<file path="src/rtl/wb_accel_bridge.sv">
module wb_accel_bridge #(
  parameter int ADDR_W = 32,
  parameter int DATA_W = 32,
  parameter int LITE_AW = 12,
  parameter logic [7:0] ACC_REGION = 8'h30,
  parameter logic [7:0] MEM_REGION = 8'h38,
  parameter logic [11:0] CTRL_OFS = 12'h000,
  parameter logic [11:0] PUSH_OFS = 12'h080,
  parameter logic [11:0] POP_OFS = 12'h084,
  parameter int IN_RDY_BIT = 4,
  parameter int OUT_AVL_BIT = 5,
  localparam int SEL_W = DATA_W / 8
) (
  input  logic              clk,
  input  logic              rst_n,
  input  logic              wb_cyc_i,
  input  logic              wb_stb_i,
  input  logic              wb_we_i,
  input  logic [ADDR_W-1:0] wb_adr_i,
  input  logic [DATA_W-1:0] wb_dat_i,
  input  logic [SEL_W-1:0]  wb_sel_i,
  output logic [DATA_W-1:0] wb_dat_o,
  output logic              wb_ack_o,
  output logic               cfg_awvalid,
  input  logic               cfg_awready,
  output logic [LITE_AW-1:0] cfg_awaddr,
  output logic               cfg_wvalid,
  input  logic               cfg_wready,
  output logic [DATA_W-1:0]  cfg_wdata,
  output logic [SEL_W-1:0]   cfg_wstrb,
  input  logic               cfg_bvalid,
  output logic               cfg_bready,
  output logic               cfg_arvalid,
  input  logic               cfg_arready,
  output logic [LITE_AW-1:0] cfg_araddr,
  input  logic               cfg_rvalid,
  output logic               cfg_rready,
  input  logic [DATA_W-1:0]  cfg_rdata,
  output logic              in_tvalid,
  input  logic              in_tready,
  output logic [DATA_W-1:0] in_tdata,
  input  logic              out_tvalid,
  output logic              out_tready,
  input  logic [DATA_W-1:0] out_tdata,
  output logic              mem_cyc_o,
  output logic              mem_stb_o,
  output logic              mem_we_o,
  output logic [ADDR_W-1:0] mem_adr_o,
  output logic [DATA_W-1:0] mem_dat_o,
  output logic [SEL_W-1:0]  mem_sel_o,
  input  logic [DATA_W-1:0] mem_dat_i,
  input  logic              mem_ack_i
);

  typedef enum logic [3:0] {
    S_IDLE, S_AR, S_R, S_AWW, S_B, S_PUSH, S_POP, S_MEM, S_RESP
  } st_t;

  st_t               state;
  logic [ADDR_W-1:0] req_adr;
  logic [DATA_W-1:0] req_dat;
  logic [SEL_W-1:0]  req_sel;
  logic              req_we;
  logic              aw_pend, w_pend;
  logic [DATA_W-1:0] rsp_dat;
  logic [DATA_W-1:0] folded;

  wire               req     = wb_cyc_i && wb_stb_i;
  wire [7:0]         region  = wb_adr_i[ADDR_W-1 -: 8];
  wire [LITE_AW-1:0] ofs     = wb_adr_i[LITE_AW-1:0];
  wire               hit_acc = region == ACC_REGION;
  wire               hit_mem = region == MEM_REGION;
  wire               is_ctrl = req_adr[LITE_AW-1:0] == CTRL_OFS;
  wire               aw_done = !aw_pend || cfg_awready;
  wire               w_done  = !w_pend || cfg_wready;

  always_comb begin
    folded = cfg_rdata;
    folded[IN_RDY_BIT]  = in_tready;
    folded[OUT_AVL_BIT] = out_tvalid;
  end

  always_ff @(posedge clk) begin
    if (!rst_n) begin
      state   <= S_IDLE;
      req_adr <= '0;
      req_dat <= '0;
      req_sel <= '0;
      req_we  <= 1'b0;
      aw_pend <= 1'b0;
      w_pend  <= 1'b0;
      rsp_dat <= '0;
    end else begin
      case (state)
        S_IDLE: if (req && (hit_acc || hit_mem)) begin
          req_adr <= wb_adr_i;
          req_dat <= wb_dat_i;
          req_sel <= wb_sel_i;
          req_we  <= wb_we_i;
          rsp_dat <= '0;
          if (hit_mem) state <= S_MEM;
          else if (wb_we_i && ofs == PUSH_OFS) state <= S_PUSH;
          else if (!wb_we_i && ofs == POP_OFS) state <= S_POP;
          else if (wb_we_i) begin
            state   <= S_AWW;
            aw_pend <= 1'b1;
            w_pend  <= 1'b1;
          end else state <= S_AR;
        end
        S_AR: if (cfg_arready) state <= S_R;
        S_R: if (cfg_rvalid) begin
          rsp_dat <= is_ctrl ? folded : cfg_rdata;
          state   <= S_RESP;
        end
        S_AWW: begin
          if (cfg_awready) aw_pend <= 1'b0;
          if (cfg_wready) w_pend <= 1'b0;
          if (aw_done && w_done) state <= S_B;
        end
        S_B: if (cfg_bvalid) state <= S_RESP;
        S_PUSH: if (in_tready) state <= S_RESP;
        S_POP: if (out_tvalid) begin
          rsp_dat <= out_tdata;
          state   <= S_RESP;
        end
        S_MEM: if (mem_ack_i) begin
          rsp_dat <= req_we ? '0 : mem_dat_i;
          state   <= S_RESP;
        end
        default: state <= S_IDLE;
      endcase
    end
  end

  assign wb_ack_o    = state == S_RESP;
  assign wb_dat_o    = rsp_dat;
  assign cfg_awvalid = state == S_AWW && aw_pend;
  assign cfg_wvalid  = state == S_AWW && w_pend;
  assign cfg_awaddr  = req_adr[LITE_AW-1:0];
  assign cfg_araddr  = req_adr[LITE_AW-1:0];
  assign cfg_wdata   = req_dat;
  assign cfg_wstrb   = req_sel;
  assign cfg_bready  = state == S_B;
  assign cfg_arvalid = state == S_AR;
  assign cfg_rready  = state == S_R;
  assign in_tvalid   = state == S_PUSH;
  assign in_tdata    = req_dat;
  assign out_tready  = state == S_POP;
  assign mem_cyc_o   = state == S_MEM;
  assign mem_stb_o   = state == S_MEM;
  assign mem_we_o    = req_we;
  assign mem_adr_o   = req_adr;
  assign mem_dat_o   = req_dat;
  assign mem_sel_o   = req_sel;

  p_aw_hold_r2: assert property (@(posedge clk) disable iff (!rst_n)
    cfg_awvalid && !cfg_awready |=> cfg_awvalid && $stable(cfg_awaddr));
  p_ack_after_b_r2: assert property (@(posedge clk) disable iff (!rst_n)
    cfg_bvalid && cfg_bready |=> wb_ack_o);
  p_ar_hold_r3: assert property (@(posedge clk) disable iff (!rst_n)
    cfg_arvalid && !cfg_arready |=> cfg_arvalid && $stable(cfg_araddr));
  p_ack_after_r_r3: assert property (@(posedge clk) disable iff (!rst_n)
    cfg_rvalid && cfg_rready |=> wb_ack_o);
  p_push_hold_r5: assert property (@(posedge clk) disable iff (!rst_n)
    in_tvalid && !in_tready |=> in_tvalid && $stable(in_tdata));
  p_pop_single_r6: assert property (@(posedge clk) disable iff (!rst_n)
    out_tvalid && out_tready |=> !out_tready && wb_ack_o && wb_dat_o == $past(out_tdata));
  p_mem_ack_r9: assert property (@(posedge clk) disable iff (!rst_n)
    mem_stb_o && mem_ack_i |=> wb_ack_o && !mem_stb_o);
  p_ack_pulse_r10: assert property (@(posedge clk) disable iff (!rst_n)
    wb_ack_o |=> !wb_ack_o);
  p_one_channel_r8: assert property (@(posedge clk) disable iff (!rst_n)
    $onehot0({cfg_arvalid | cfg_rready, cfg_awvalid | cfg_wvalid | cfg_bready,
              in_tvalid, out_tready, mem_stb_o, wb_ack_o}));

endmodule

</file>
<file path="config.mk">
export PLATFORM = sky130hd
export DESIGN_NAME = wb_accel_bridge
export DESIGN_NICKNAME = d
export VERILOG_FILES = /design/src/rtl/wb_accel_bridge.sv
export SDC_FILE = /design/constraint.sdc
export NUM_CORES = 1
export LEC_CHECK = 0
export ABC_AREA = 1
export ABC_CLOCK_PERIOD_IN_PS = 3900
export BUFFER_PORTS_ARGS = -buffer_cell sky130_fd_sc_hd__buf_4
export CAP_MARGIN = 20
export CORE_AREA = 2 2 149 151
export CTS_CLUSTER_DIAMETER = 100
export DETAILED_ROUTE_END_ITERATION = 8
export DIE_AREA = 0 0 151 153
export GPL_ROUTABILITY_DRIVEN = 0
export GPL_TIMING_DRIVEN = 0
export PLACE_DENSITY = 0.58
export SYNTH_ARGS = -nofsm -noshare
export SYNTH_HDL_FRONTEND = slang
export SYNTH_SLANG_ARGS = --single-unit
export TNS_END_PERCENT = 100
</file>
<file path="constraint.sdc">
create_clock -name clk -period 3.9 [get_ports clk]
set_clock_uncertainty 0.2 [all_clocks]
set_input_delay 0.585 -clock clk [delete_from_list [all_inputs] [get_ports clk]]
set_output_delay 0.585 -clock clk [all_outputs]
set_load 0.01 [all_outputs]
</file>
**Yosys cells after proc, flatten, opt, wreduce, memory -nomap -nowiden**

Index checks and enable logic that the tools add are counted.

- Add/sub/neg operators: 0
- Multipliers: 0
- Divide/modulo/power cells: 0
- $lt $le $gt $ge: 0
- Eq/ne operators: 26
- Shift operators: 0
- Mux-type cells: 29
- Bitwise gates (word level): 0
- Reductions and logical operators: 22

Operators by type and width:

| cell | number |
|---|---|
| $mux 32 | 5 |
| $pmux 32 s4 | 1 |
| $mux 4 | 8 |
| $pmux 4 s8 | 1 |
| $eq 12x8->1 const B | 2 |
| $ne 2x2->1 const B | 11 |
| $eq 4x3->1 const B | 4 |
| $eq 8x6->1 const B | 2 |
| $reduce_and 7->1 | 2 |
| $logic_not 12->1 | 1 |
| $mux 3 | 3 |
| $eq 4x2->1 const B | 2 |
| $reduce_and 8->1 | 1 |
| $logic_and 1x1->1 | 7 |
| $mux 1 | 7 |
| $mux 6 | 1 |
| $ne 2x1->1 const B | 3 |
| $reduce_and 5->1 | 1 |
| $eq 4x1->1 const B | 1 |
| $eq 4x4->1 const B | 1 |
| $logic_not 4->1 | 1 |
| $pmux 1 s2 | 2 |
| $reduce_bool 4->1 | 1 |
| $logic_not 1->1 | 3 |
| 4 further kinds | 6 |

- Register bits after elaboration: 107
- Latch bits: 0
- RAM bits: 0
- Bits in read-only memories: 0
- Input port bits: 177
- Output and inout port bits: 203
- Word-level logic and storage cells: 85
- Memories: 0

**Logic depth before layout (Yosys ltp)**

- Depth after elaboration: 7
- Depth in mapped cells: 11
- Depth with buffers taken out: 11

**Least setup slack after synthesis**

No wires, ideal clock.

- Path kind: register to output
- Start point: reg state[0]
- End point: out mem_stb_o
- Arrival time: 1,033 ps
- Data required time: 3,115 ps
- Slack: 2,082 ps
- Cell stages (with the launch flop): 5
- Buffers on the path: 2
- Cells stage by stage: dfxtp_1 nand2_2 nor2_4 buf_2 buf_4

- Cells in the longest elaborated chain, start to end: 1

RTL lines:

| item | line | source |
|---|---|---|
| from (decl) | 59 | `st_t state;` |
| from (signal assigned) | 85 | `state <= S_IDLE;` |
| from (signal assigned) | 101 | `if (hit_mem) state <= S_MEM;` |
| from (signal assigned) | 102 | `else if (wb_we_i && ofs == PUSH_OFS) state <= S_PUSH;` |
| $eq 4x3->1 | - |  |
| to (decl) | 46 | `output logic mem_stb_o,` |

No other way between the ends.

**Worst setup path after layout**

- Start point: reg state[1]
- End point: out cfg_rready

- Cells in the longest elaborated chain, start to end: 1

RTL lines:

| item | line | source |
|---|---|---|
| $eq 4x2->1 | 145 | `assign cfg_rready = state == S_R;` |
| to (decl) | 37 | `output logic cfg_rready,` |

No other way between the ends.

==> results.py <==
metrics = {
    "sta": {
        "worst_slew_pin_slew_ps": 505,
        "slew_viol_final": 0,
        "tns_ps": 0,
        "setup_ws_ps": 1380,
        "finalCriticalPeriod_ps": 2520,
        "finalSetupViolCount": 0,
        "period_share_pct": 64.5,
        "rsz0062_at_grt": "no",
        "hold_violations": 0,
        "relSlewSlack_pct": 66.3,
        "max_freq_mhz": 397,
    },
    "drt": {
        "wl_mm": 23.1,
        "wirelength_met1_mm": 9.24,
        "viasPerCell": 4.46,
        "wl_met3_mm": 2.06,
        "highest_layer": "met4",
        "met2_length_mm": 11.5,
        "ant_nets": 0,
        "via_count": 6761,
        "drt_iter0_drc": 234,
        "drt_pass1_iterations": 4,
        "wl_per_cell_um": 15.2,
        "drc": 0,
    },
    "floorplanning": {
        "ios": 380,
        "core_area_um2": 21500,
        "start_util_pct": 26.6,
        "die_height_um": 153,
        "die-area_um2": 23100,
        "fp-row-count": 54,
        "fp.dieW_um": 151,
    },
    "pwr": {
        "p_switching_w": 0.00103,
        "p_int_w": 0.00194,
        "powerDensity_nw_per_um2": 323,
        "p_leak_nw": 4.78,
        "comb_power_share_pct": 31.1,
        "power.clock.fraction_pct": 30.1,
        "p_seq_share_pct": 38.8,
        "peakVddDrop_mv": 0.211,
        "p_sw_share_pct": 34.7,
    },
    "finish": {
        "diodes": 0,
        "seq_area_um2": 2140,
        "multi_input_area_um2": 2470,
        "syn_to_final_growth_pct": 60.7,
        "drive_gt1_share_pct": 42.9,
        "fillers": 2308,
        "fin_nets": 1407,
    },
    "place": {
        "dpl.hpwl_mm": 18.7,
        "portBuffers": 378,
        "pre_cts_ws_ps": 1330,
    },
    "clock_network": {
        "clock_latency_ps": 350,
        "postCtsSetupBuffers": 0,
        "numCtsBuffers": 9,
        "post_cts_resized": 0,
        "postCtsHoldBufs": 0,
        "clk_pin_slew_worst_paths_ps": 70,
        "cts_tree": "done",
        "ctsHtreeMaxLevel": 3,
        "clkSinkCount": 107,
        "clockBufferDepth": 2,
        "ctsRootBufferMaster": "clkbuf_16",
    },
    "yosys": {
        "synthTopCellsByArea": "dfxtp_1, buf_4, nand2_1",
        "synth_largest_area_cell": "dfxtp_1",
        "synth_cells": 841,
        "synthesis.nets": 1018,
        "synth_edf_count": 0,
        "synth_top_area_share_pct": 37.4,
        "ys_ff_latch": 107,
        "ys_warn_count": 0,
        "synth_common_cells": "nand2_1, dfxtp_1, buf_4, nor2_1, nand3_1",
        "synth_cell_types": 29,
        "syn_area_um2": 5720,
        "synthArstFlopShare_pct": 0,
        "syn_avg_cell_area_um2": 6.80,
        "synth_top_flop_cell": "dfxtp_1",
        "yosysMostFrequentCell": "nand2_1",
        "yosysSeqAreaShare_pct": 37.4,
    },
    "global_route": {
        "antenna_found_initial": 0,
        "grt_pass1_wl_mm": 34.5,
        "grt_pass1_vias": 6415,
        "grt_max_degree": 17,
        "globalRoute.totalOverflow": 0,
        "grt_use_total_pct": 19.0,
    },
    "setup_path": {
        "arrival_ps": 1730,
        "critPathLaunchType": "flop",
        "critPathKind": "reg -> out",
        "cp.required_ps": 3120,
        "path_max_fanout": 10,
        "end_kind": "output pin",
    },
    "run_status": {
        "outcome": "finished, final reports clean",
    },
    "run": {
        "drv_cap": 0,
    },
    "min_path": {
        "min_path_type": "reg -> reg",
    },
}
==> path summary, 6_finish.rpt <==
path              slack (ps)          start            end  cells past startpoint
hold / removal           260  mem_adr_o[31]  mem_adr_o[31]                      2
setup reg to reg        1790       state[2]  cfg_wdata[18]                      9
setup / recovery        1380       state[1]     cfg_rready                      6
hold reg to reg          260  mem_adr_o[31]  mem_adr_o[31]                      2
==> layout make-up <==
type | instances | share of cell area [%]
Clock buffer | 13 | 2.83
Buffer | 141 | 10.1
Tap cell | 280 | 3.81
Clock inverter | 3 | 0.231
Sequential cell | 107 | 23.3
Inverter | 47 | 1.95
Timing Repair Buffer | 378 | 30.9
Multi-Input combinational cell | 546 | 26.9
==> state kept, by name, summed over array words and instances (netlist names) <==
| signal | flops |
|---|---|
| cfg_wdata | 32 |
| mem_adr_o | 32 |
| wb_dat_o | 32 |
| cfg_wstrb | 4 |
| state | 4 |
| aw_pend | 1 |
| mem_we_o | 1 |
| w_pend | 1 |
==> cells by family after synthesis <==
logic type | Yosys count | share of synthesized area, %
buffers and inverters | 188 | 19.4
AO/OA/AOI/OAI | 111 | 9.93
AND/OR/NAND/NOR | 435 | 33.2
flip-flops | 107 | 37.4
==> routing by layer <==
metal,global-route usage (%),vias up
met5,0,-
met4,4.58,0
met3,5.40,19
met2,34.6,258
met1,21.6,3089
li1,-,3395
==> power groups by stage <==
stage          registers (W)  logic, W  clock network, W
5_1_grt              0.00116   0.00103          0.000962
6_report             0.00115  0.000925          0.000894
4_1_cts              0.00115  0.000941          0.000934
3_3_place_gp         0.00118  0.000943                 0
3_5_place_dp         0.00118  0.000937                 0
2_1_floorplan        0.00118  0.000543                 0
==> critical path, stage by stage, from the launching register on <==
cell and delay [ps]:
dfxtp_1 460, inv_1 80, nor2_2 170, nand2_1 110, inv_2 140, buf_2 250, buf_4 160
==> per-stage QoR <==
step                power [W]  std cells  area, um2  util (%)  hold slack, ps
CTS                   0.00303       1515       9190      42.8             245
detailed placement    0.00212       1499       8910      41.5             250
global placement      0.00212       1499       8910      41.5             244
finish                0.00297       1515       9190      42.8             257
floorplan             0.00173        841       5720         -             246
global route          0.00315       1515       9190      42.8             256
==> cells in the final DEF (no fill, tap or decap) <==
cell	n
nand3_4	1
nor3_1	58
nor2_2	5
a21oi_1	44
a22oi_1	1
buf_2	15
buf_4	476
nand4_1	1
o21a_1	2
nand2_4	1
clkbuf_8	2
nand2_1	184
o21ai_1	20
a21boi_0	1
buf_6	2
nor2_1	89
nand2_2	4
nand3b_2	1
nor2_4	2
nand3_1	82
clkinvlp_4	1
nand3b_1	5
dfxtp_1	107
inv_2	6
clkbuf_1	25
inv_1	40
inv_6	1
or2_2	2
clkinv_2	1
buf_1	3
a211oi_1	1
inv_4	1
o21ai_0	42
clkbuf_16	9
(Power assumes the default switching activity.)
